### config.mk
export PLATFORM = sky130hd
export DESIGN_NAME = cfg_cmd_decoder
export DESIGN_NICKNAME = d
export VERILOG_FILES = /design/src/rtl/cfgdec_pkg.sv /design/src/rtl/cfgdec_parser.sv /design/src/rtl/cfgdec_sequencer.sv /design/src/rtl/cfgdec_readout.sv /design/src/rtl/cfg_cmd_decoder.sv
export SDC_FILE = /design/constraint.sdc
export NUM_CORES = 1
export LEC_CHECK = 0
export ABC_CLOCK_PERIOD_IN_PS = 2510
export BUFFER_PORTS_ARGS = -buffer_cell sky130_fd_sc_hd__buf_2
export CAP_MARGIN = 20
export CORE_MARGIN = 4
export CORE_UTILIZATION = 24
export DETAILED_ROUTE_END_ITERATION = 10
export GPL_TIMING_DRIVEN = 1
export PLACE_DENSITY = 0.47
export SKIP_LAST_GASP = 1
export SYNTH_ARGS = -nofsm -noshare
export SYNTH_HDL_FRONTEND = slang
export SYNTH_SLANG_ARGS = --single-unit
### constraint.sdc
create_clock -name clk -period 2.51 [get_ports clk]
set_input_delay 0.502 -clock clk [delete_from_list [all_inputs] [get_ports clk]]
set_output_delay 0.502 -clock clk [all_outputs]
set_load 0.01 [all_outputs]
### src/rtl/cfgdec_pkg.sv
package cfgdec_pkg;

  localparam logic [15:0] DELIM_W    = 16'h0040;
  localparam logic [15:0] CMD_RD     = 16'h0001;
  localparam logic [15:0] CMD_WR     = 16'h0002;
  localparam logic [15:0] CMD_PING   = 16'h0010;

  localparam logic [15:0] PRD_STAT   = 16'h0001;
  localparam logic [15:0] PRD_DYN    = 16'h0002;
  localparam logic [15:0] PRD_STAT_A = 16'h0004;
  localparam logic [15:0] PRD_DYN_A  = 16'h0008;
  localparam logic [15:0] PWR_STAT   = 16'h0001;
  localparam logic [15:0] PWR_STAT_A = 16'h0002;

  typedef enum logic [1:0] {
    OP_RD_BLK,
    OP_WR_BLK,
    OP_RD_ONE,
    OP_WR_ONE
  } op_e;

  typedef enum logic [2:0] {
    P_HUNT,
    P_CMD,
    P_PAR,
    P_ADDR,
    P_DATA
  } pstate_e;

endpackage

### src/rtl/cfgdec_parser.sv
module cfgdec_parser
  import cfgdec_pkg::*;
#(
  parameter int AW = 12,
  parameter int DW = 16
) (
  input  logic          clk,
  input  logic          rst,
  input  logic [DW-1:0] in_word,
  input  logic          in_valid,
  input  logic          busy,
  output logic          go,
  output op_e           go_op,
  output logic          go_dyn,
  output logic [AW-1:0] go_addr,
  output logic [DW-1:0] go_data,
  output logic          ping
);

  pstate_e       st_q, st_d;
  logic [DW-1:0] cmd_q;
  logic          dyn_q, dyn_d;
  logic          wr_q, wr_d;
  logic [AW-1:0] addr_q, addr_d;
  logic          ping_d;
  logic          take;

  // Words are only interpreted while no block transfer owns the stream.
  assign take = in_valid & ~busy;

  always_comb begin
    st_d    = st_q;
    dyn_d   = dyn_q;
    wr_d    = wr_q;
    addr_d  = addr_q;
    ping_d  = 1'b0;
    go      = 1'b0;
    go_op   = OP_RD_ONE;
    go_dyn  = 1'b0;
    go_addr = addr_q;
    go_data = in_word;
    if (take) begin
      case (st_q)
        P_HUNT: begin
          if (in_word == DELIM_W) st_d = P_CMD;
        end
        P_CMD: begin
          st_d = P_PAR;
        end
        P_PAR: begin
          st_d = P_HUNT;
          case (cmd_q)
            CMD_RD: begin
              case (in_word)
                PRD_STAT: begin
                  go    = 1'b1;
                  go_op = OP_RD_BLK;
                end
                PRD_DYN: begin
                  go     = 1'b1;
                  go_op  = OP_RD_BLK;
                  go_dyn = 1'b1;
                end
                PRD_STAT_A: begin
                  st_d  = P_ADDR;
                  dyn_d = 1'b0;
                  wr_d  = 1'b0;
                end
                PRD_DYN_A: begin
                  st_d  = P_ADDR;
                  dyn_d = 1'b1;
                  wr_d  = 1'b0;
                end
                default: st_d = P_HUNT;
              endcase
            end
            CMD_WR: begin
              case (in_word)
                PWR_STAT: begin
                  go    = 1'b1;
                  go_op = OP_WR_BLK;
                end
                PWR_STAT_A: begin
                  st_d  = P_ADDR;
                  dyn_d = 1'b0;
                  wr_d  = 1'b1;
                end
                default: st_d = P_HUNT;
              endcase
            end
            CMD_PING: ping_d = 1'b1;
            default:  st_d = P_HUNT;
          endcase
        end
        P_ADDR: begin
          if (wr_q) begin
            st_d   = P_DATA;
            addr_d = in_word[AW-1:0];
          end else begin
            go      = 1'b1;
            go_op   = OP_RD_ONE;
            go_dyn  = dyn_q;
            go_addr = in_word[AW-1:0];
            st_d    = P_HUNT;
          end
        end
        P_DATA: begin
          go      = 1'b1;
          go_op   = OP_WR_ONE;
          go_addr = addr_q;
          st_d    = P_HUNT;
        end
        default: st_d = P_HUNT;
      endcase
    end
  end

  always_ff @(posedge clk) begin
    if (rst) begin
      st_q   <= P_HUNT;
      cmd_q  <= '0;
      dyn_q  <= 1'b0;
      wr_q   <= 1'b0;
      addr_q <= '0;
      ping   <= 1'b0;
    end else begin
      st_q   <= st_d;
      dyn_q  <= dyn_d;
      wr_q   <= wr_d;
      addr_q <= addr_d;
      ping   <= ping_d;
      if (take && st_q == P_CMD) cmd_q <= in_word;
    end
  end

endmodule

### src/rtl/cfgdec_sequencer.sv
module cfgdec_sequencer
  import cfgdec_pkg::*;
#(
  parameter int AW        = 12,
  parameter int DW        = 16,
  parameter int SD_WORDS  = 436,
  parameter int DYN_WORDS = 64
) (
  input  logic          clk,
  input  logic          rst,
  input  logic          go,
  input  op_e           go_op,
  input  logic          go_dyn,
  input  logic [AW-1:0] go_addr,
  input  logic [DW-1:0] go_data,
  input  logic [DW-1:0] in_word,
  input  logic          in_valid,
  output logic          busy,
  output logic [AW-1:0] ram_addr,
  output logic [DW-1:0] ram_wdata,
  output logic          ram_we,
  output logic          ram_rd,
  output logic          ram_dyn
);

  localparam logic [AW-1:0] S_LAST = AW'(SD_WORDS - 1);
  localparam logic [AW-1:0] D_LAST = AW'(DYN_WORDS - 1);

  typedef enum logic [1:0] { Q_IDLE, Q_RD, Q_WR } qst_e;

  qst_e          st;
  logic [AW-1:0] cnt;
  logic [AW-1:0] last;
  logic          blk_dyn;

  assign busy = (st != Q_IDLE);

  always_ff @(posedge clk) begin
    if (rst) begin
      st        <= Q_IDLE;
      cnt       <= '0;
      last      <= '0;
      blk_dyn   <= 1'b0;
      ram_addr  <= '0;
      ram_wdata <= '0;
      ram_we    <= 1'b0;
      ram_rd    <= 1'b0;
      ram_dyn   <= 1'b0;
    end else begin
      ram_we <= 1'b0;
      ram_rd <= 1'b0;
      case (st)
        Q_IDLE: begin
          if (go) begin
            case (go_op)
              OP_RD_BLK: begin
                st      <= Q_RD;
                cnt     <= '0;
                last    <= go_dyn ? D_LAST : S_LAST;
                blk_dyn <= go_dyn;
              end
              OP_WR_BLK: begin
                st   <= Q_WR;
                cnt  <= '0;
                last <= S_LAST;
              end
              OP_RD_ONE: begin
                ram_rd   <= 1'b1;
                ram_addr <= go_addr;
                ram_dyn  <= go_dyn;
              end
              default: begin
                ram_we    <= 1'b1;
                ram_addr  <= go_addr;
                ram_wdata <= go_data;
                ram_dyn   <= 1'b0;
              end
            endcase
          end
        end
        Q_RD: begin
          ram_rd   <= 1'b1;
          ram_addr <= cnt;
          ram_dyn  <= blk_dyn;
          cnt      <= cnt + 1'b1;
          if (cnt == last) st <= Q_IDLE;
        end
        Q_WR: begin
          if (in_valid) begin
            ram_we    <= 1'b1;
            ram_addr  <= cnt;
            ram_wdata <= in_word;
            ram_dyn   <= 1'b0;
            cnt       <= cnt + 1'b1;
            if (cnt == last) st <= Q_IDLE;
          end
        end
        default: st <= Q_IDLE;
      endcase
    end
  end

endmodule

### src/rtl/cfgdec_readout.sv
module cfgdec_readout #(
  parameter int DW = 16
) (
  input  logic          clk,
  input  logic          rst,
  input  logic          ram_rd,
  input  logic [DW-1:0] ram_rdata,
  output logic [DW-1:0] out_word,
  output logic          out_valid
);

  logic rd_d1;

  always_ff @(posedge clk) begin
    if (rst) begin
      rd_d1     <= 1'b0;
      out_valid <= 1'b0;
      out_word  <= '0;
    end else begin
      rd_d1     <= ram_rd;
      out_valid <= rd_d1;
      if (rd_d1) out_word <= ram_rdata;
    end
  end

endmodule

### src/rtl/cfg_cmd_decoder.sv
module cfg_cmd_decoder
  import cfgdec_pkg::*;
#(
  parameter int AW        = 12,
  parameter int DW        = 16,
  parameter int SD_WORDS  = 436,
  parameter int DYN_WORDS = 64
) (
  input  logic          clk,
  input  logic          rst,
  input  logic [DW-1:0] in_word,
  input  logic          in_valid,
  output logic [AW-1:0] ram_addr,
  output logic [DW-1:0] ram_wdata,
  output logic          ram_we,
  output logic          ram_rd,
  output logic          ram_dyn,
  input  logic [DW-1:0] ram_rdata,
  output logic [DW-1:0] out_word,
  output logic          out_valid,
  output logic          ping
);

  logic          busy;
  logic          go;
  op_e           go_op;
  logic          go_dyn;
  logic [AW-1:0] go_addr;
  logic [DW-1:0] go_data;

  cfgdec_parser #(.AW(AW), .DW(DW)) u_parser (
    .clk      (clk),
    .rst      (rst),
    .in_word  (in_word),
    .in_valid (in_valid),
    .busy     (busy),
    .go       (go),
    .go_op    (go_op),
    .go_dyn   (go_dyn),
    .go_addr  (go_addr),
    .go_data  (go_data),
    .ping     (ping)
  );

  cfgdec_sequencer #(
    .AW(AW), .DW(DW), .SD_WORDS(SD_WORDS), .DYN_WORDS(DYN_WORDS)
  ) u_seq (
    .clk       (clk),
    .rst       (rst),
    .go        (go),
    .go_op     (go_op),
    .go_dyn    (go_dyn),
    .go_addr   (go_addr),
    .go_data   (go_data),
    .in_word   (in_word),
    .in_valid  (in_valid),
    .busy      (busy),
    .ram_addr  (ram_addr),
    .ram_wdata (ram_wdata),
    .ram_we    (ram_we),
    .ram_rd    (ram_rd),
    .ram_dyn   (ram_dyn)
  );

  cfgdec_readout #(.DW(DW)) u_out (
    .clk       (clk),
    .rst       (rst),
    .ram_rd    (ram_rd),
    .ram_rdata (ram_rdata),
    .out_word  (out_word),
    .out_valid (out_valid)
  );

endmodule

# After elaboration in Yosys (flattened, before gate mapping)
# Index checks and enable logic that the tools add are counted.
op_classes:
  add_sub_neg: 1
  n_eq_ne: 27
  muxes: 62
  n_bitwise: 4
  n_reduce_logical: 24
op_table:
  columns: ["op", "n"]
  rows:
  - ["12-bit two-way mux", 9]
  - ["12-bit one-hot mux with 3 select lines", 2]
  - ["16-bit two-way mux", 3]
  - ["16-bit by 1-bit equality test with 1-bit output (second input constant)", 2]
  - ["16-bit by 2-bit equality test with 1-bit output (second input constant)", 2]
  - ["16-bit one-hot mux with 2 select lines", 1]
  - ["12-bit one-hot mux with 2 select lines", 1]
  - ["1-bit two-way mux", 19]
  - ["16-bit by 3-bit equality test with 1-bit output (second input constant)", 1]
  - ["16-bit by 4-bit equality test with 1-bit output (second input constant)", 1]
  - ["16-bit by 5-bit equality test with 1-bit output (second input constant)", 1]
  - ["16-bit by 7-bit equality test with 1-bit output (second input constant)", 1]
  - ["2-bit two-way mux", 8]
  - ["1-bit one-hot mux with 2 select lines", 8]
  - ["12-bit by 1-bit adder with 12-bit output (second input constant)", 1]
  - ["12-bit equality test", 1]
  - ["2-bit inequality test (second input constant)", 6]
  - ["2-bit one-hot mux with 2 select lines", 3]
  - ["3-bit one-hot mux with 4 select lines", 1]
  - ["3-bit AND reduction", 4]
  - ["4-bit AND reduction", 3]
  - ["5-bit AND reduction", 2]
  - ["9-bit two-way mux", 1]
  - ["2-bit nonzero test", 4]
  - ["21 further kinds", 33]
word_totals:
  register_bits: 110
  wordCells: 136

# Depth between registers and ports, before layout
depth:
  word_depth: 11
  depth_mapped: 11

# Modules after synthesis
# A second synthesis with hierarchy kept.
unflattened:
  hier_cells: 535
  hier_area_um2: 4839.6
modules_own_cells:
  columns: ["mod", "instances", "cells_per_inst", "area_each_um2", "seq_area_each_um2"]
  rows:
  - ["cfgdec_sequencer", 1, 252, 2299.7, 980.9]
  - ["cfgdec_parser", 1, 227, 1905.6, 680.7]
  - ["cfgdec_readout", 1, 56, 634.4, 360.3]

# Least setup slack after synthesis
# Ideal clock, no wire load.
synth_timing:
  path_kind: "reg-to-reg"
  from: "reg u_seq.st[0]"
  to: "reg u_seq.cnt[10]"
  setup_ns: 0.131
  arrival_ns: 1.977
  required_time_ns: 2.379
  slack_ns: 0.402
  stages_incl_launch_ff: 11
  path_buffers: 2
  cell_sequence: "dfxtp_1 inv_1 ha_1 buf_2 and2_1 clkbuf_1 and2_1 nand4b_4 or2_4 a221oi_1 o32ai_1"
synth_via:
  elab_chain_cells: 8
  elab_cells_between_ends: 17
  classes_between: "eq/ne: 6; mux: 3; bitwise: 2; reduce/logical: 6"
synth_lines:
  columns: ["item", "line", "text"]
  rows:
  - ["start: declaration", "cfgdec_sequencer.sv:31", "qst_e st;"]
  - ["start signal: assignment", "cfgdec_sequencer.sv:40", "st <= Q_IDLE;"]
  - ["start signal: assignment", "cfgdec_sequencer.sv:57", "st <= Q_RD;"]
  - ["start signal: assignment", "cfgdec_sequencer.sv:63", "st <= Q_WR;"]
  - ["2-bit nonzero test", "cfgdec_sequencer.sv:36", "assign busy = (st != Q_IDLE);"]
  - ["1-bit inverter", "cfgdec_parser.sv:29", "assign take = in_valid & ~busy;"]
  - ["1-bit bitwise AND", "cfgdec_parser.sv:29", null]
  - ["2-bit two-way mux", "cfgdec_parser.sv:42", "if (take) begin"]
  - ["2-bit by 1-bit equality test with 1-bit output / 2-bit zero test (equally long branches)", "cfgdec_sequencer.sv:55", "case (go_op)"]
  - ["2-bit OR reduction (no line)", null, null]
  - ["2-bit inequality test (no line)", null, null]
  - ["4-bit AND reduction (no line)", null, null]
  - ["end signal: assignment", "cfgdec_sequencer.sv:85", "cnt <= cnt + 1'b1;"]
  - ["end signal: assignment", "cfgdec_sequencer.sv:94", "cnt <= cnt + 1'b1;"]
  - ["end: declaration", "cfgdec_sequencer.sv:32", "logic [AW-1:0] cnt;"]
# Several ways; a longest one is shown, not always the timed one.
# A chain may end at the register's enable or synchronous reset.

# Final worst setup path
layout_timing:
  from: "reg u_parser.st_q[1]"
  to: "reg u_seq.ram_addr[11]"
layout_via:
  elab_chain_cells: 7
  elab_cells_between_ends: 18
  classes_between: "eq/ne: 6; mux: 9; reduce/logical: 3"
layout_lines:
  columns: ["item", "line", "text"]
  rows:
  - ["start: declaration", "cfgdec_parser.sv:20", "pstate_e st_q, st_d;"]
  - ["start signal: assignment", "cfgdec_parser.sv:127", "st_q <= st_d;"]
  - ["3-bit equality test / 3-bit by 2-bit equality test with 1-bit output (equally long branches)", "cfgdec_parser.sv:43", "case (st_q)"]
  - ["2-bit one-hot mux with 2 select lines", "cfgdec_parser.sv:43", null]
  - ["2-bit two-way mux", "cfgdec_parser.sv:42", null]
  - ["2-bit by 1-bit equality test with 1-bit output / 2-bit zero test (equally long branches)", "cfgdec_sequencer.sv:55", null]
  - ["2-bit OR reduction (no line)", null, null]
  - ["2-bit inequality test (no line)", null, null]
  - ["4-bit AND reduction (no line)", null, null]
  - ["end signal: assignment", "cfgdec_sequencer.sv:69", "ram_addr <= go_addr;"]
  - ["end signal: assignment", "cfgdec_sequencer.sv:74", "ram_addr <= go_addr;"]
  - ["end signal: assignment", "cfgdec_sequencer.sv:83", "ram_addr <= cnt;"]
  - ["end: declaration", "cfgdec_sequencer.sv:19", "output logic [AW-1:0] ram_addr,"]
# Several ways; a longest one is shown, not always the timed one. The select of a mux whose other input is x is not followed.

==> flow_metrics.py <==
metrics = {
    "logic_synthesis": {
        "synth_edf_count": 0,
        "async_reset_ff_frac": 0,
        "yosysSeqAreaShare": 0.4119,
        "synth_fp_nets": 584,
        "avgSynthCellArea_sq_um": 9.023,
        "yosys_warnings": 0,
        "synthFlopType": "dfxtp_1",
        "syn_area_sq_um": 4908,
        "synth_cells": 544,
        "synth-seq-cells": 101,
        "yosysUniqueCellTypes": 67,
    },
    "clocking": {
        "post_cts_buffers": 0,
        "tritoncts": "done",
        "cts.htree.levels": 3,
        "clk_latency_ps": 350,
        "cts-root-buf": "clkbuf_16",
        "cts_buffer_depth": 2,
        "clock_sinks": 101,
        "path_clk_slew_ps": 80,
        "numCtsBuffers": 9,
    },
    "floorplan": {
        "die_w_microns": 151.0,
        "ioPinCount": 84,
        "start_util": 0.2434,
        "core_sq_um": 20170,
        "die_h_microns": 151.0,
        "die_area_sq_um": 22800,
        "rows": 52,
    },
    "sta": {
        "post-route-min-period_ps": 2213,
        "fin_setup_tns_ps": 0,
        "rsz0062_at_grt": "false",
        "fin_ws_ps": 297.3,
        "max-slew-margin-rel": 0.3873,
        "clock_skew_ps": 15.31,
        "setup_viol": 0,
        "hold_slack_ps": 388.2,
        "max_freq_mhz": 451.9,
        "slew_violations": 0,
        "hold_violations": 0,
        "tightestPinTransition_ps": 917.8,
        "finalCritPeriodShare": 0.8816,
    },
    "critical_path": {
        "crit_fanout": 18,
        "critPathCapture": "u_seq.ram_addr[11]$_SDFFE_PP0P_",
        "endpoint_kind": "register",
        "r2r-start": "u_parser.st_q[1]$_SDFFE_PP0P_",
        "r2r_end": "u_seq.ram_addr[11]$_SDFFE_PP0P_",
        "r2r_slack_ps": 300,
        "reg2reg_depth": 6,
        "path_class": "reg2reg",
        "cp_data_arrival_time_ps": 2460,
        "crit_path_start_kind": "register",
        "cp.required_ps": 2760,
        "cp-startpoint": "u_parser.st_q[1]$_SDFFE_PP0P_",
    },
    "finish": {
        "drive_above_1_share": 0.2683,
        "fill_cells": 2151,
        "diodes": 0,
        "layout_commonest_cell": "dfxtp_1",
        "final_cells": 900,
        "layout.cells.most_common_list": "dfxtp_1, buf_2, nor2_1",
        "finalNetCount": 665,
        "area_growth_pct": 24.09,
    },
    "drt": {
        "ant_nets": 0,
        "via_count": 4252,
        "firstDrtPassIters": 6,
        "wl_per_cell_microns": 15.77,
        "wirelength_microns": 14190,
        "first_iter_violations": 251,
        "drc": 0,
        "vias_per_cell": 4.724,
    },
    "placed_design": {
        "gp_congestion": 0.7888,
        "dp_slack_ps": 8.695,
        "placement.io_buffers": 83,
        "dp.final_hpwl_microns": 10330,
        "placedCellCount": 884,
    },
    "global_route": {
        "grt_max_degree": 52,
        "grt.total_usage": 0.1267,
        "grt_antenna_before_repair": 0,
        "gr-total-overflow": 0,
        "grt_pass1_wl_microns": 22830,
        "grt_pass1_vias": 4249,
    },
    "min_path": {
        "hold_start": "ram_rdata[0]",
        "min_path_type": "in2reg",
    },
    "job": {
        "drv_cap": 0,
    },
    "outcome": {
        "status": "complete, no violations",
    },
    "power": {
        "p_per_area_nw_per_um2": 542.1,
        "p_leak_uw": 0.002390,
        "worst_ir_drop_vdd_mv": 0.3060,
    },
}
==> cell type report <==
| cell class | instances | area, sq um | area share |
|---|---|---|---|
| Inverter | 11 | 41.29 | 0.006779 |
| Sequential cell | 101 | 2022 | 0.3320 |
| Timing Repair Buffer | 111 | 698.2 | 0.1146 |
| Tap cell | 270 | 337.8 | 0.05546 |
| Clock inverter | 5 | 63.81 | 0.01048 |
| Multi-Input combinational cell | 391 | 2675 | 0.4392 |
| Clock buffer | 11 | 252.7 | 0.04150 |
==> worst min-delay path by stage <==
stage	depth (start not counted)	endpoint
final	3	u_out.out_word[0]$_SDFFE_PP0P_
after global routing	3	u_out.out_word[12]$_SDFFE_PP0P_
after CTS	3	u_out.out_word[11]$_SDFFE_PP0P_
after detailed placement	2	u_parser.addr_q[0]$_SDFFE_PP0P_
after global placement	2	u_parser.addr_q[2]$_SDFFE_PP0P_
after floorplan	2	u_parser.addr_q[0]$_SDFFE_PP0P_
==> cell usage after synthesis (2+ instances only) <==
cell type	instances	area [sq um]
o211ai_2	8	100.1
a221oi_1	3	26.28
clkbuf_1	25	93.84
buf_2	8	40.04
a211oi_1	2	15.01
o41ai_1	4	35.03
dfxtp_1	101	2022
nor4_4	3	63.81
o21ai_4	2	32.53
nor4b_1	2	17.52
and3_1	2	12.51
a32o_1	8	80.08
nor2_1	69	259.0
mux2i_1	47	470.5
nand3_1	29	145.1
a21oi_1	46	230.2
o211ai_1	4	30.03
o21ai_0	6	30.03
nor4_1	2	12.51
nor3_1	10	50.05
or3_1	5	31.28
o41ai_2	9	146.4
inv_1	11	41.29
or2_2	2	12.51
o21a_1	2	15.01
nor3b_1	3	22.52
buf_6	3	33.78
and4_1	4	35.03
ha_1	5	62.56
o32ai_1	3	26.28
buf_1	3	11.26
o21bai_1	2	15.01
o21ai_1	2	10.01
nand2_1	59	221.5
nor2b_1	8	50.05
nor4_2	4	50.05
and2_1	3	18.77
nand4_1	5	31.28
xnor2_1	2	17.52
==> stage by stage <==
stage | instance area, sq um | util | power [uW]
3_3_place_gp | 5742 | 0.2847 | 1845
5_1_grt | 6091 | 0.3020 | 3443
4_1_cts | 6086 | 0.3017 | 3365
6_report | 6091 | 0.3020 | 3302
3_5_place_dp | 5769 | 0.2860 | 1847
2_1_floorplan | 4908 | - | 1749
==> layer usage <==
layer	track usage	share of wire	up-vias	routed length (microns)
met5	0	0	-	0
li1	-	-	2115	-
met2	0.1880	0.44	113	6244
met4	0.03128	0.0057	0	81
met3	0.04010	0.065	9	916
met1	0.1784	0.49	2015	6950
==> cell families after synthesis <==
group / count (synthesis) / synth area share
and+or+nand+nor: 223 / 0.2411
buffers and inverters: 52 / 0.04792
adders and majority gates: 5 / 0.01275
DFF: 101 / 0.4119
muxes: 48 / 0.09814
xor gates and xnor gates: 2 / 0.003569
AOI/OAI and AO/OA: 113 / 0.1846
==> sequential cells by signal (all words and copies together) (netlist names) <==
register	cells
u_seq.ram_wdata	16
u_seq.blk_dyn	1
u_parser.wr_q	1
u_seq.ram_dyn	1
u_out.out_valid	1
u_parser.ping	1
u_seq.ram_addr	12
u_seq.ram_we	1
u_parser.cmd_q	16
u_seq.cnt	12
u_seq.ram_rd	1
u_parser.dyn_q	1
u_parser.addr_q	12
u_out.out_word	16
u_out.rd_d1	1
u_seq.last	3
u_seq.st	2
u_parser.st_q	3
==> what timing repair did <==
| action | 4_1_cts | 5_1_grt |
|---|---|---|
| setup endpoints to repair | 0 | 1 |
| hold endpoints to repair | 0 | 0 |
| hold buffers | 0 | 0 |
| resized for setup | 0 | 1 |
==> power breakdown <==
| group | switching, uW | internal [uW] | total (uW) |
|---|---|---|---|
| sequential | 9.59 | 1610 | 1620 |
| clock | 655 | 838 | 1490 |
| combinational | 118 | 73.1 | 191 |
| total | 782 | 2520 | 3300 |
==> critical path, stage by stage (launching register included) <==
cell     delay (ps)
dfxtp_1         480
nor3b_2         360
nand4_1         180
nor4_2          420
nor3_4          150
buf_16          190
o41ai_1         310
Note: power is estimated with default switching activity, not from simulation.
